--- src/rtl/afl_pkg.sv ---
package afl_pkg;
    localparam int ADDR_W       = 8;
    localparam int WORD_W       = 16;
    localparam int MAC_W        = 48;
    localparam int CRC_W        = 32;
    localparam int WORDS_PER_MAC = MAC_W / WORD_W;

    // register map (byte offsets)
    localparam int CTRL_OFS     = 'h00;
    localparam int HASH_OFS     = 'h10;
    localparam int SLOT_OFS     = 'h20;
    localparam int SLOT_STRIDE  = 8;

    // control bit positions
    localparam int PROMISC_BIT  = 5;
    localparam int HASHEN_BIT   = 8;

    function automatic int idx_width(input int n);
        return (n > 1) ? $clog2(n) : 1;
    endfunction
endpackage

--- src/rtl/afl_regs.sv ---
module afl_regs
    import afl_pkg::*;
#(
    parameter int SLOTS  = 4,
    parameter int HASH_W = 6
) (
    input  logic                    clk,
    input  logic                    rst_n,
    input  logic                    wr_en,
    input  logic [ADDR_W-1:0]       wr_addr,
    input  logic [WORD_W-1:0]       wr_data,
    output logic                    promisc,
    output logic                    hash_en,
    output logic [SLOTS*MAC_W-1:0]  slot_tab,
    output logic [2**HASH_W-1:0]    hash_tab
);
    localparam int HBITS  = 2**HASH_W;
    localparam int HWORDS = HBITS / WORD_W;

    typedef struct packed {
        logic                   promisc;
        logic                   hash_en;
        logic [HBITS-1:0]       hash;
        logic [SLOTS*MAC_W-1:0] slots;
    } regs_t;

    regs_t r_d, r_q;

    always_comb begin
        r_d = r_q;
        if (wr_en) begin
            if (wr_addr == ADDR_W'(CTRL_OFS)) begin
                r_d.promisc = wr_data[PROMISC_BIT];
                r_d.hash_en = wr_data[HASHEN_BIT];
            end
            for (int w = 0; w < HWORDS; w++) begin
                if (wr_addr == ADDR_W'(HASH_OFS + 2*w))
                    r_d.hash[w*WORD_W +: WORD_W] = wr_data;
            end
            for (int k = 0; k < SLOTS; k++) begin
                for (int j = 0; j < WORDS_PER_MAC; j++) begin
                    if (wr_addr == ADDR_W'(SLOT_OFS + SLOT_STRIDE*k + 2*j))
                        r_d.slots[k*MAC_W + j*WORD_W +: WORD_W] = wr_data;
                end
            end
        end
    end

    always_ff @(posedge clk) begin
        if (!rst_n) r_q <= '0;
        else        r_q <= r_d;
    end

    assign promisc  = r_q.promisc;
    assign hash_en  = r_q.hash_en;
    assign slot_tab = r_q.slots;
    assign hash_tab = r_q.hash;

    AST_TABLES_HOLD: assert property (@(posedge clk) disable iff (!rst_n)
        !wr_en |=> ($stable(hash_tab) && $stable(slot_tab) && $stable(promisc) && $stable(hash_en)));
endmodule

--- src/rtl/afl_exact.sv ---
module afl_exact
    import afl_pkg::*;
#(
    parameter int SLOTS = 4,
    parameter int IW    = 2
) (
    input  logic [MAC_W-1:0]        da,
    input  logic [SLOTS*MAC_W-1:0]  slot_tab,
    output logic                    hit,
    output logic [IW-1:0]           idx
);
    logic [SLOTS-1:0] match;

    for (genvar k = 0; k < SLOTS; k++) begin : g_slot
        logic [MAC_W-1:0] entry;
        assign entry    = slot_tab[k*MAC_W +: MAC_W];
        assign match[k] = (entry != '0) && (entry == da);
    end

    always_comb begin
        hit = |match;
        idx = '0;
        for (int k = SLOTS-1; k >= 0; k--) begin
            if (match[k]) idx = IW'(k);
        end
    end
endmodule

--- src/rtl/afl_hash.sv ---
module afl_hash
    import afl_pkg::*;
#(
    parameter int HASH_W = 6
) (
    input  logic [CRC_W-1:0]     crc,
    input  logic [2**HASH_W-1:0] hash_tab,
    output logic                 bin_set
);
    logic [HASH_W-1:0] bin;
    logic              unused_crc_low;

    assign bin            = crc[CRC_W-1 -: HASH_W];
    assign bin_set        = hash_tab[bin];
    assign unused_crc_low = ^crc[CRC_W-HASH_W-1:0];
endmodule

--- src/rtl/rx_addr_filter.sv ---
module rx_addr_filter
    import afl_pkg::*;
#(
    parameter int SLOTS  = 4,
    parameter int HASH_W = 6,
    localparam int IW    = idx_width(SLOTS)
) (
    input  logic              clk,
    input  logic              rst_n,
    input  logic              wr_en,
    input  logic [7:0]        wr_addr,
    input  logic [15:0]       wr_data,
    input  logic              da_valid,
    input  logic [47:0]       da,
    input  logic [31:0]       da_crc,
    output logic              cls_valid,
    output logic              accept,
    output logic              st_bcast,
    output logic              st_mcast,
    output logic              st_hash_hit,
    output logic              st_exact_hit,
    output logic [IW-1:0]     st_slot
);
    typedef struct packed {
        logic          valid;
        logic          accept;
        logic          bcast;
        logic          mcast;
        logic          hhit;
        logic          ehit;
        logic [IW-1:0] slot;
    } cls_t;

    logic                   promisc, hash_en;
    logic [SLOTS*MAC_W-1:0] slot_tab;
    logic [2**HASH_W-1:0]   hash_tab;
    logic                   ex_hit, bin_set;
    logic [IW-1:0]          ex_idx;
    cls_t                   c_d, c_q;

    afl_regs #(.SLOTS(SLOTS), .HASH_W(HASH_W)) regs_i (
        .clk(clk), .rst_n(rst_n), .wr_en(wr_en), .wr_addr(wr_addr),
        .wr_data(wr_data), .promisc(promisc), .hash_en(hash_en),
        .slot_tab(slot_tab), .hash_tab(hash_tab)
    );

    afl_exact #(.SLOTS(SLOTS), .IW(IW)) exact_i (
        .da(da), .slot_tab(slot_tab), .hit(ex_hit), .idx(ex_idx)
    );

    afl_hash #(.HASH_W(HASH_W)) hash_i (
        .crc(da_crc), .hash_tab(hash_tab), .bin_set(bin_set)
    );

    always_comb begin
        logic is_bc, is_grp;
        c_d       = c_q;
        c_d.valid = da_valid;
        is_bc     = &da;
        is_grp    = da[0] && !is_bc;
        if (da_valid) begin
            c_d.bcast  = is_bc;
            c_d.mcast  = is_grp;
            c_d.hhit   = hash_en && is_grp && bin_set;
            c_d.ehit   = ex_hit;
            c_d.slot   = ex_idx;
            c_d.accept = promisc || is_bc || ex_hit || (hash_en && is_grp && bin_set);
        end
    end

    always_ff @(posedge clk) begin
        if (!rst_n) c_q <= '0;
        else        c_q <= c_d;
    end

    assign cls_valid    = c_q.valid;
    assign accept       = c_q.accept;
    assign st_bcast     = c_q.bcast;
    assign st_mcast     = c_q.mcast;
    assign st_hash_hit  = c_q.hhit;
    assign st_exact_hit = c_q.ehit;
    assign st_slot      = c_q.slot;

    AST_VALID_NEXT: assert property (@(posedge clk) disable iff (!rst_n)
        da_valid |=> cls_valid);
    AST_VALID_ONLY_AFTER: assert property (@(posedge clk) disable iff (!rst_n)
        !da_valid |=> !cls_valid);
    AST_FLAGS_STEADY: assert property (@(posedge clk) disable iff (!rst_n)
        !da_valid |=> ($stable(accept) && $stable(st_slot) && $stable(st_exact_hit)));
    AST_BCAST_TAKEN: assert property (@(posedge clk) disable iff (!rst_n)
        (cls_valid && st_bcast) |-> (accept && !st_mcast && !st_hash_hit));
    AST_SLOT_ZERO_NO_HIT: assert property (@(posedge clk) disable iff (!rst_n)
        (cls_valid && !st_exact_hit) |-> (st_slot == '0));
    AST_HASH_NEEDS_GROUP: assert property (@(posedge clk) disable iff (!rst_n)
        st_hash_hit |-> st_mcast);
    AST_HASH_NEEDS_ENABLE: assert property (@(posedge clk) disable iff (!rst_n)
        (da_valid && !hash_en) |=> !st_hash_hit);
    AST_PROMISC_ALL: assert property (@(posedge clk) disable iff (!rst_n)
        (da_valid && promisc) |=> accept);
endmodule

--- config.mk ---
export PLATFORM = sky130hd
export DESIGN_NAME = rx_addr_filter
export DESIGN_NICKNAME = d
export VERILOG_FILES = /design/src/rtl/afl_pkg.sv /design/src/rtl/afl_regs.sv /design/src/rtl/afl_exact.sv /design/src/rtl/afl_hash.sv /design/src/rtl/rx_addr_filter.sv
export SDC_FILE = /design/constraint.sdc
export NUM_CORES = 1
export LEC_CHECK = 0
export ABC_AREA = 1
export BUFFER_PORTS_ARGS = -buffer_cell sky130_fd_sc_hd__buf_4
export CORE_ASPECT_RATIO = 2
export CORE_UTILIZATION = 30
export CTS_BUF_LIST = sky130_fd_sc_hd__clkbuf_4 sky130_fd_sc_hd__clkbuf_8
export CTS_CLUSTER_DIAMETER = 40
export CTS_CLUSTER_SIZE = 8
export DETAILED_ROUTE_END_ITERATION = 8
export SLEW_MARGIN = 20
export SYNTH_ARGS = -nofsm -noshare
export SYNTH_HDL_FRONTEND = slang
export SYNTH_SLANG_ARGS = --single-unit
--- constraint.sdc ---
create_clock -name clk -period 2.4 [get_ports clk]
set_clock_uncertainty 0.2 [all_clocks]
set_input_delay 0.36 -clock clk [delete_from_list [all_inputs] [get_ports clk]]
set_output_delay 0.36 -clock clk [all_outputs]
set_load 0.02 [all_outputs]
==> summary.md, run 1 <==
| Metric | Value |
|---|---|
| Max clock buf depth | `3` |
| Post-synthesis mux area share | `0%` |
| Clock Sink Count | `266` |
| Slew @ Worst Pin | `a little over 800 ps` |
| Post-synthesis sequential area ratio | `roughly two fifths` |
| DR WL/cell | `between 20 and 25 um` |
| Root Driver | `clkbuf_8` |
| Yosys top cell by area | `dfxtp_1` |
| Crit Path Max Fanout | `3` |
| First-pass GRT wire length | `around 83,000 um` |
| Max FFs per register | `roughly 190` |
| Grt total ovfl | `0` |
| YS warnings | `0` |
| Core ar. | `between 40,000 and 50,000 sq um` |
| Synth top cells by count | `nand2_1, dfxtp_1, a21oi_1, o21ai_0, nor2_1` |
| Layer carrying the most global-route usage | `met2` |
| DPL Wire Length | `between 40,000 and 50,000 um` |
| Number of port buffers | `between 80 and 90` |
| Critical Path End Type | `register` |
| FF-to-FF End | `accept$_SDFFE_PN0P_` |
| Vias in the first global route | `12,800` |
| Layout cell share with drive strength beyond 1 | `around 13%` |
| Fin Hold WS | `roughly 77 ps` |
| Class of the worst hold path | `in -> reg` |
| Slew Limit Fails | `0` |
| Postcts setup bufs | `0` |
| Routing usage on met2 | `45.8%` |
| Fmax | `451 MHz` |
| Total number of vias | `13,200` |
| Initial Util | `a little under a third` |
| CTS tree | `built` |
| Total iterations of the first detailed-routing run | `7` |
| Yosys top cell area share | `between 30% and 40%` |
| Peak supply drop | `around 0.34 mV` |
| Die Y | `302 um` |
| Synth area leaders | `dfxtp_1, nand2_1, a21oi_1, o21ai_0, xnor2_1` |
| Detailed Route WL | `roughly 57,000 um` |
| Hold path depth | `4` |
| Syn Inst Count | `~2,000` |
| # hold bufs at CTS | `3` |
| Clock H-tree levels | `2` |
| Seq cells post-synth | `roughly 270` |
| Most frequent cell after synthesis | `nand2_1` |
| Die X | `~150 um` |
| Cell Area, Synth | `around 14,000 sq um` |
| Max cap viols | `0` |
| Final hold vios | `0` |
| Pin count of the biggest net entering global routing | `84` |
| CP Class | `reg -> reg` |
| Period Utilization, post-route | `between 90% and 100%` |
| Syn nets | `2,055` |
| GPL Wtd Cong | `0.969` |
| Register-to-Register Path Depth | `13` |
| Later-pin clock latency in the skew report | `just under 600 ps` |
| Arrival time worst endpoint | `2440 ps` |
| First DRT Iteration DRCs | `just over 800` |
| Initial antenna violation count | `2` |
| Met1 Use GR | `between 20% and 30%` |
| ANT nets after route | `0` |
| Area after DPL | `~15,000 sq um` |
| Clock transition at path regs | `about 70 ps` |
| WHS Endpoint | `st_mcast$_SDFFE_PN0P_` |
| Startpoint class of the critical path | `register` |
| Synth Flop Type | `dfxtp_1` |
| Yosys cell types | `34` |
| Die area | `46,000 sq um` |
| Post-cts sizing count | `0` |
| I/O pin count | `roughly 120` |
| R2R Setup Slk | `between 150 and 200 ps` |
| Pleak | `0.00636 uW` |
| RSZ-0062 raised after global routing | `no` |
| Ys async rst share | `0%` |
| Post-Layout Cell Count | `roughly 2,600` |
| # setup viols final | `0` |
| GR Layer Usage met3 | `under 10%` |
| Number of synthesized flops with an enable pin | `0` |
| Xor/xnor share of the synthesized area | `8.09%` |
| HP Start | `da[0]` |
| Status | `complete, but fails checks` |
| # nets final | `around 2,100` |
| Critical Path RT | `roughly 2600 ps` |
| Slew HR | `between 40% and 50%` |
| Synth Area in Compound Gates | `about a fifth` |
| Final Instance Area | `15,400 sq um` |
| Total GRT Usage | `about a quarter` |
| Vias/cell | `roughly 5.2` |
| Post-synthesis adder-cell area fraction | `0%` |
| Critical R2R Launch | `regs_i.slot_tab[60]$_SDFFE_PN0P_` |
| Avg Cell Area, Syn | `between 6 and 7 sq um` |
| Residual DRC | `6` |
| Post-Place Cells | `around 2,500` |
| Failing checks | `design-rule violations` |
| Simple-Gate Fraction of Synth Area | `23.1%` |
| Area delta synth->final | `13.8%` |
| Final Critical Period | `2220 ps` |
| Number of CTS-inserted buffers | `40` |
| # rows | `approximately 110` |
| PwrDens | `577 nW/um^2` |
| Main combinational cell family by area after synthesis | `simple AND/OR/NAND/NOR gates` |
| Setup TNS Final | `0 ps` |
==> through the flow <==
| stage | power (uW) | setup WS (ps) | util (%) |
|---|---|---|---|
| finish | 8890 | 181 | 34.8 |
| detailed placement | 5550 | 134 | 33.3 |
| floorplan | 5060 | 707 | - |
| CTS | 8970 | 215 | 34.8 |
| global placement | 5550 | 128 | 33.3 |
| global route | 9200 | 51.5 | 34.8 |
==> cell type report <==
| type | instances | area, sq um |
|---|---|---|
| fill | 4705 | 28900 |
| timing repair buffer | 156 | 1290 |
| tap | 555 | 694 |
| inverter | 160 | 604 |
| sequential | 266 | 5330 |
| clock inverter | 5 | 40.0 |
| multi-input combinational | 1376 | 6850 |
| antenna | 2 | 5.00 |
| clock buffer | 44 | 593 |
==> cell usage in the layout (no fill, tap or decap), types with 2 or more instances in the layout <==
cell type,Yosys,routed
nor4_1,2,2
nand4_1,29,29
clkbuf_4,0,2
a21oi_1,245,245
clkinv_2,0,2
nor2_4,8,8
o21ai_0,240,240
dfxtp_1,266,266
nand2_1,384,384
clkinvlp_4,0,2
diode_2,0,2
nor3_1,7,7
dlygate4sd3_1,0,3
nor2_1,214,214
inv_1,136,136
buf_4,38,143
xor2_1,10,10
nand3_1,71,71
nor2_2,7,7
xnor2_1,115,115
buf_12,0,9
nor2_8,3,3
o21ai_1,9,9
inv_2,21,21
clkbuf_8,0,42
nor3_2,5,5
a211oi_1,18,18
==> critical path, cell delays in order (launching register included) <==
cell     delay [ps]
dfxtp_1         370
nor2_1          110
nand2_1          60
nor2_1          200
nand2_1         210
nor3_1          180
buf_4           160
nand2_1          50
nand2_1          50
nor2_1           80
nor2_1          150
nand3_1         100
nand2_1          80
a21oi_2          50
==> cells by family after synthesis <==
family          Yosys count
simple gates            736
compound gates          515
buf+inv                 305
flops                   266
xor+xnor                125
==> per-layer routing <==
| metal | vias to the layer above | part of all wire [%] |
|---|---|---|
| met1 | 6106 | 32 |
| met2 | 538 | 51 |
| li1 | 6358 | - |
| met3 | 241 | 5.1 |
| met4 | 0 | 12 |
| met5 | - | 0 |
==> power breakdown <==
part	switching, uW	total [uW]	leakage, uW	internal [uW]
Clock	1800	3420	0.000326	1620
Combinational	700	1030	0.00389	332
Sequential	10.3	4440	0.00214	4430
Total	2510	8890	0.00636	6380
==> worst max-delay path by stage <==
stage / from / end / slack [ps] / depth (start not counted)
2_1_floorplan: da_crc[27] / st_hash_hit$_SDFFE_PN0P_ / 710 / 10
3_3_place_gp: da_crc[26] / accept$_SDFFE_PN0P_ / 130 / 10
3_5_place_dp: da_crc[26] / accept$_SDFFE_PN0P_ / 130 / 10
4_1_cts: regs_i.slot_tab[60]$_SDFFE_PN0P_ / accept$_SDFFE_PN0P_ / 220 / 13
5_1_grt: regs_i.slot_tab[51]$_SDFFE_PN0P_ / accept$_SDFFE_PN0P_ / 50 / 13
6_report: regs_i.slot_tab[60]$_SDFFE_PN0P_ / accept$_SDFFE_PN0P_ / 180 / 13
No activity file was read; power rests on OpenSTA's default activity.
==> run 2, diff against run 1 <==
--- a/config.mk
+++ b/config.mk
@@ -7,12 +7,14 @@
 export LEC_CHECK = 0
 export ABC_AREA = 1
 export BUFFER_PORTS_ARGS = -buffer_cell sky130_fd_sc_hd__buf_4
+export CAP_MARGIN = 10
 export CORE_ASPECT_RATIO = 2
 export CORE_UTILIZATION = 30
 export CTS_BUF_LIST = sky130_fd_sc_hd__clkbuf_4 sky130_fd_sc_hd__clkbuf_8
 export CTS_CLUSTER_DIAMETER = 40
 export CTS_CLUSTER_SIZE = 8
 export DETAILED_ROUTE_END_ITERATION = 8
+export REMOVE_ABC_BUFFERS = 1
 export SLEW_MARGIN = 20
 export SYNTH_ARGS = -nofsm -noshare
 export SYNTH_HDL_FRONTEND = slang
==> run 2 against run 1 <==
Effect of this change: the flow still finishes with violations (design-rule violations); largest power group unchanged; die area stayed put; critical path type unchanged; global-route usage is 0.94 points lower; sequential cell count stayed put; worst setup slack worse by 64 ps; critical endpoint unchanged; largest cell class unchanged; sequential power hardly changed; routed wire length is 3.3% lower; non-clock buffer count is 9 higher; final area is 0.21% higher; via count hardly changed; maximum frequency is 2.8% lower; clock power is 3% lower; utilization is 0.073 points higher.
==> summary.md, run 2 (same netlist as run 1, synthesis figures left out) <==
| Metric | Value |
|---|---|
| Post-layout worst setup margin | `~120 ps` |
| Status | `complete, but fails checks` |
| Most common cell after layout, fill and taps aside | `nand2_1` |
| Number of CTS-inserted buffers | `39` |
| Number of port buffers | `89` |
| Max FFs per register | `about 190` |
| FF/Latch Area | `5330 sq um` |
| Residual DRC | `4` |
| Multi-input gate area | `roughly 6900 sq um` |
| Detailed Route WL | `55,600 um` |
| Pin count of the biggest net entering global routing | `70` |
| # rows | `109` |
| Vias in the first global route | `approximately 13,000` |
| DPL Wire Length | `between 40,000 and 50,000 um` |
| # setup viols final | `0` |
| Total number of vias | `13,200` |
| Grt total ovfl | `0` |
| DR WL/cell | `approximately 22 um` |
| Die area | `about 46,000 sq um` |
| I/O pin count | `116` |
| GPL Wtd Cong | `1.01` |
| Final hold vios | `0` |
| Fin Hold WS | `40.1 ps` |
| # nets final | `~2,100` |
| Total GRT Usage | `24.0%` |
| Vias/cell | `~5` |
| Critical Path RT | `around 2700 ps` |
| Core ar. | `44,300 sq um` |
| ANT nets after route | `0` |
| Slew @ Worst Pin | `approximately 900 ps` |
| Clock transition at path regs | `around 70 ps` |
| Class of the worst hold path | `in -> reg` |
| Period Utilization, post-route | `roughly 95%` |
| Max clock buf depth | `3` |
| Failing checks | `design-rule violations` |
| First-pass GRT wire length | `approximately 80,000 um` |
| Final Critical Period | `2280 ps` |
| Max cap viols | `0` |
| CP Cell Sequence | `xnor2_2 -> buf_4 -> nand2_1 -> nor2_1 -> buf_4 -> nand2_1 -> nor2_1 -> nand2_1 -> nor2_1 -> buf_4 -> nor2_1 -> nand3_1 -> nand2_1 -> a21oi_2` |
| Clock H-tree levels | `2` |
| Pleak | `~0.0064 uW` |
| CTS tree | `built` |
| Slew Limit Fails | `0` |
| Die Y | `slightly above 300 um` |
| Arrival time worst endpoint | `approximately 2600 ps` |
| Critical Path End Type | `register` |
| Post-Place Cells | `~2,500` |
| Die X | `152 um` |
| Crit Path Max Fanout | `3` |
| Final Total Pwr | `around 9000 uW` |
| Slew HR | `38.0%` |
| Clock Sink Count | `between 200 and 300` |
| Startpoint class of the critical path | `register` |
| First DRT Iteration DRCs | `around 760` |
| Total iterations of the first detailed-routing run | `7` |
| CP Class | `reg -> reg` |
| Worst path slowest cell | `xnor2_2` |
| Post-Layout Cell Count | `between 2,000 and 3,000` |
| Setup WS pre-CTS | `-69.9 ps` |
| Worst path max stage delay | `between 300 and 400 ps` |
| Root Driver | `clkbuf_8` |
| Initial Util | `between 30% and 40%` |
| Fmax | `around 440 MHz` |
| Layout cell share with drive strength beyond 1 | `a little over an eighth` |
| FILL cells | `roughly 4,700` |
| PwrDens | `569 nW/um^2` |
| Initial antenna violation count | `1` |
| Peak supply drop | `approximately 0.29 mV` |
| Later-pin clock latency in the skew report | `approximately 590 ps` |
| RSZ-0062 raised after global routing | `no` |
| Area delta synth->final | `14.1%` |
| Most frequent cells in the layout | `nand2_1, dfxtp_1, a21oi_1, o21ai_0, nor2_1` |
==> run 2: changes by cell type in the layout (fill, tap and decap cells not counted), moves of 2 or more <==
cell	previous run	this run
buf_4	143	154
clkbuf_8	42	40
dfxtp_1	266	263
dfxtp_2	0	3
dlygate4sd3_1	3	1
==> run 2: per-stage QoR <==
stage	setup TNS, ps	utilization (%)	cell area (sq um)
floorplan	0	-	12800
detailed placement	-131	33.4	14800
CTS	0	34.8	15400
finish	0	34.8	15400
global placement	-313	33.4	14800
global route	0	34.8	15400
==> run 2: final timing paths <==
| path | endpoint | slack [ps] | startpoint | cells past startpoint |
|---|---|---|---|---|
| setup / recovery | accept$_SDFFE_PN0P_ | 120 | regs_i.slot_tab[160]$_SDFFE_PN0P_ | 14 |
| hold / removal | accept$_SDFFE_PN0P_ | 40 | da_crc[31] | 4 |
| setup reg to reg | accept$_SDFFE_PN0P_ | 120 | regs_i.slot_tab[160]$_SDFFE_PN0P_ | 14 |
| hold reg to reg | st_slot[0]$_SDFFE_PN0P_ | 270 | st_slot[0]$_SDFFE_PN0P_ | 2 |
==> run 2: what timing repair did <==
item                                    in CTS  in global routing
resized for setup                            0                  4
setup buffers                                0                  0
hold endpoints to repair                     8                  0
endpoints found under the setup margin       0                  4
hold buffers                                 1                  0
==> run 2: worst max-delay path: cells and delay by family (launching register included) <==
family,cells,cell delay (ps)
XOR/XNOR,1,350
buffers and inverters,3,520
flip-flops,1,340
AND/OR/NAND/NOR,9,710
AO/OA/AOI/OAI,1,100
==> run 2: area by class of cell <==
cell class              count  share of cell area [%]
repair buffers            165                    8.79
clock inverters             4                   0.243
diodes                      1                  0.0162
clock buffers              41                    3.61
multi-input cells        1376                    44.4
flip-flops and latches    266                    34.5
well taps                 555                    4.50
inverters                 160                    3.91
==> run 2: report_power, final <==
group / total (uW) / internal, uW / leakage (uW) / switching (uW)
clock: 3330 / 1520 / 0.000308 / 1800
sequential: 4440 / 4430 / 0.00214 / 10.1
combinational: 1020 / 336 / 0.00394 / 682
total: 8780 / 6290 / 0.00639 / 2500
==> run 2: per-layer routing <==
layer  up-vias  track usage [%]  share of wire, %
met2       586             44.2                51
met4         0             25.8                12
met3       226             2.97               5.2
met1      6039             22.1                32
met5         -                0                 0
li1       6381                -                 -
==> run 3, diff against run 2 <==
--- a/config.mk
+++ b/config.mk
@@ -8,12 +8,14 @@
 export ABC_AREA = 1
 export BUFFER_PORTS_ARGS = -buffer_cell sky130_fd_sc_hd__buf_4
 export CAP_MARGIN = 10
+export CELL_PAD_IN_SITES_DETAIL_PLACEMENT = 0
+export CELL_PAD_IN_SITES_GLOBAL_PLACEMENT = 1
 export CORE_ASPECT_RATIO = 2
 export CORE_UTILIZATION = 30
-export CTS_BUF_LIST = sky130_fd_sc_hd__clkbuf_4 sky130_fd_sc_hd__clkbuf_8
 export CTS_CLUSTER_DIAMETER = 40
 export CTS_CLUSTER_SIZE = 8
 export DETAILED_ROUTE_END_ITERATION = 8
+export PLACE_DENSITY_LB_ADDON = 0.1
 export REMOVE_ABC_BUFFERS = 1
 export SLEW_MARGIN = 20
 export SYNTH_ARGS = -nofsm -noshare
==> run 3 against run 2 <==
Effect of this change: the run still ends with design-rule violations left; combinational power about the same; non-clock buffer count up 24; count of clock-buffer cells in the layout up 15; final area up 6.3%; die area unchanged; register-to-register slack worse by 20 ps; critical path depth down 1; first-iteration DRC count up 2.9%; sequential share of layout area down 2.1 points; final cell count up 1.6%; via count down 2.9%.
==> summary.md, run 3 (same netlist as run 1, synthesis figures left out) <==
| Metric | Value |
|---|---|
| Most frequent cells in the layout | `nand2_1, dfxtp_1, a21oi_1, o21ai_0, nor2_1` |
| Pleak | `a little under 0.007 uW` |
| # rows | `between 100 and 150` |
| Layout cell share with drive strength beyond 1 | `approximately 14%` |
| Grt total ovfl | `0` |
| Met3 WL | `between 2000 and 2500 um` |
| Arrival time worst endpoint | `roughly 2500 ps` |
| Period Utilization, post-route | `96.0%` |
| # setup viols final | `0` |
| Failing checks | `design-rule violations` |
| Peak supply drop | `~0.47 mV` |
| Multi-input gate area | `6860 sq um` |
| Final Critical Period | `about 2300 ps` |
| Root Driver | `clkbuf_16` |
| Initial antenna violation count | `0` |
| Later-pin clock latency in the skew report | `between 500 and 600 ps` |
| DPL Wire Length | `about 44,000 um` |
| CP Cell Sequence | `nor2_1 -> nand4_1 -> nor2_2 -> nand2_1 -> nor2_1 -> nor2_1 -> buf_4 -> nand2_2 -> nand2_1 -> nor2_1 -> nand3_1 -> nand2_1 -> a21oi_2` |
| PwrDens | `708 nW/um^2` |
| Slew @ Worst Pin | `1050 ps` |
| Initial Util | `30.5%` |
| Max cap viols | `0` |
| R2R Setup Slk | `between 90 and 100 ps` |
| Register-to-Register Path Depth | `13` |
| Startpoint class of the critical path | `register` |
| Clock Sink Count | `266` |
| Die X | `around 150 um` |
| CP startpoint | `regs_i.slot_tab[27]$_SDFFE_PN0P_` |
| Pin count of the biggest net entering global routing | `64` |
| Clock transition at path regs | `about 50 ps` |
| Area after DPL | `15,100 sq um` |
| Detailed Route WL | `between 50,000 and 60,000 um` |
| Most frequent CP cell | `nor2_1` |
| DR top layer | `met4` |
| Critical Path End Type | `register` |
| WHS Endpoint | `regs_i.slot_tab[54]$_SDFFE_PN0P_` |
| I/O pin count | `about 120` |
| Crit Path Max Fanout | `4` |
| Area delta synth->final | `21.2%` |
| Fmax | `approximately 430 MHz` |
| Slew HR | `29.6%` |
| First-pass GRT wire length | `84,900 um` |
| Clock H-tree levels | `2` |
| # nets final | `2,144` |
| Class of the worst hold path | `in -> reg` |
| Status | `complete, but fails checks` |
| Final Total Pwr | `~12,000 uW` |
| Vias/cell | `4.92` |
| Max clock buf depth | `3` |
| Die Y | `between 300 and 400 um` |
| ANT nets after route | `0` |
| Slew Limit Fails | `0` |
| FILL cells | `4,707` |
| FF-to-FF End | `accept$_SDFFE_PN0P_` |
| HP Start | `rst_n` |
| Final hold vios | `0` |
| Critical Path RT | `roughly 2600 ps` |
| Vias in the first global route | `between 10,000 and 15,000` |
| Post-Place Cells | `approximately 2,500` |
| Worst path slowest cell | `dfxtp_1` |
| CTS tree | `built` |
| Die area | `between 40,000 and 50,000 sq um` |
| ANT cells | `0` |
| Hold path depth | `3` |
| WL met1 | `~21,000 um` |
| Total iterations of the first detailed-routing run | `7` |
| First DRT Iteration DRCs | `around 800` |
| Worst path max stage delay | `360 ps` |
| Final Instance Area | `between 15,000 and 20,000 sq um` |
| GPL Wtd Cong | `about 0.87` |
| Core ar. | `around 44,000 sq um` |
| Critical R2R Launch | `regs_i.slot_tab[27]$_SDFFE_PN0P_` |
| Residual DRC | `4` |
| FF/Latch Area | `approximately 5300 sq um` |
| Post-Layout Cell Count | `~2,600` |
| Max FFs per register | `between 150 and 200` |
| RSZ-0062 raised after global routing | `no` |
| CP Class | `reg -> reg` |
| Total GRT Usage | `between 20 and 30%` |
| Met2 wire length | `between 30,000 and 40,000 um` |
| Number of CTS-inserted buffers | `43` |
| Number of port buffers | `89` |
| Most common cell after layout, fill and taps aside | `nand2_1` |
| Total number of vias | `approximately 13,000` |
| DR WL/cell | `between 20 and 25 um` |
run 3: cell types whose count changed in the layout (fill, tap and decap cells not counted), sizes merged:
| cell | previous run | this run |
|---|---|---|
| bufinv | 0 | 4 |
| inv | 159 | 158 |
| clkinvlp | 1 | 0 |
| diode | 1 | 0 |
| buf | 164 | 188 |
| clkbuf | 41 | 56 |
run 3: critical path, delay by kind of cell (launching register included):
family / cells / cell delay [ps]
AO/OA/AOI/OAI: 1 / 50
buffers and inverters: 1 / 130
flip-flops: 1 / 360
AND/OR/NAND/NOR: 11 / 1450
run 3: worst max path at each step:
stage | endpoint | depth (start not counted)
2_1_floorplan | regs_i.slot_tab[21]$_SDFFE_PN0P_ | 7
3_3_place_gp | st_hash_hit$_SDFFE_PN0P_ | 11
3_5_place_dp | st_hash_hit$_SDFFE_PN0P_ | 11
4_1_cts | accept$_SDFFE_PN0P_ | 13
5_1_grt | accept$_SDFFE_PN0P_ | 13
6_report | accept$_SDFFE_PN0P_ | 13
run 3: stage by stage:
| stage | hold slack [ps] | util (%) | setup WS, ps | TNS [ps] |
|---|---|---|---|---|
| after floorplan | 253 | - | 477 | 0 |
| after global placement | 271 | 34.0 | -442 | -1260 |
| after detailed placement | 272 | 34.0 | -459 | -1340 |
| after CTS | 27.6 | 37.0 | 19.5 | 0 |
| after global routing | 62.2 | 37.0 | 22.9 | 0 |
| final | 42.4 | 37.0 | 95.8 | 0 |
run 3: timing repair:
action,CTS,global route
setup buffers,0,0
resized for setup,0,2
setup endpoints to repair,0,1
endpoints found under the hold margin,6,0
hold buffers,1,0
run 3: area by class of cell:
cell class | instances | area share (%)
clock buffers | 56 | 7.42
inverters | 160 | 3.67
multi-input cells | 1376 | 41.8
repair buffers | 189 | 9.67
clock inverters | 6 | 0.793
well taps | 555 | 4.23
flip-flops and latches | 266 | 32.4
run 3: report_power, final:
part | switching (uW) | internal (uW) | total (uW) | leakage, uW
clock | 2200 | 3920 | 6120 | 0.000662
sequential | 10.8 | 4440 | 4450 | 0.00214
combinational | 697 | 357 | 1050 | 0.00407
total | 2910 | 8710 | 11600 | 0.00687
run 3: per-layer routing:
metal	vias to the layer above	GRT usage, %
li1	6460	-
met1	5921	25.4
met2	337	51.0
met3	126	2.80
met4	0	16.8
met5	-	0
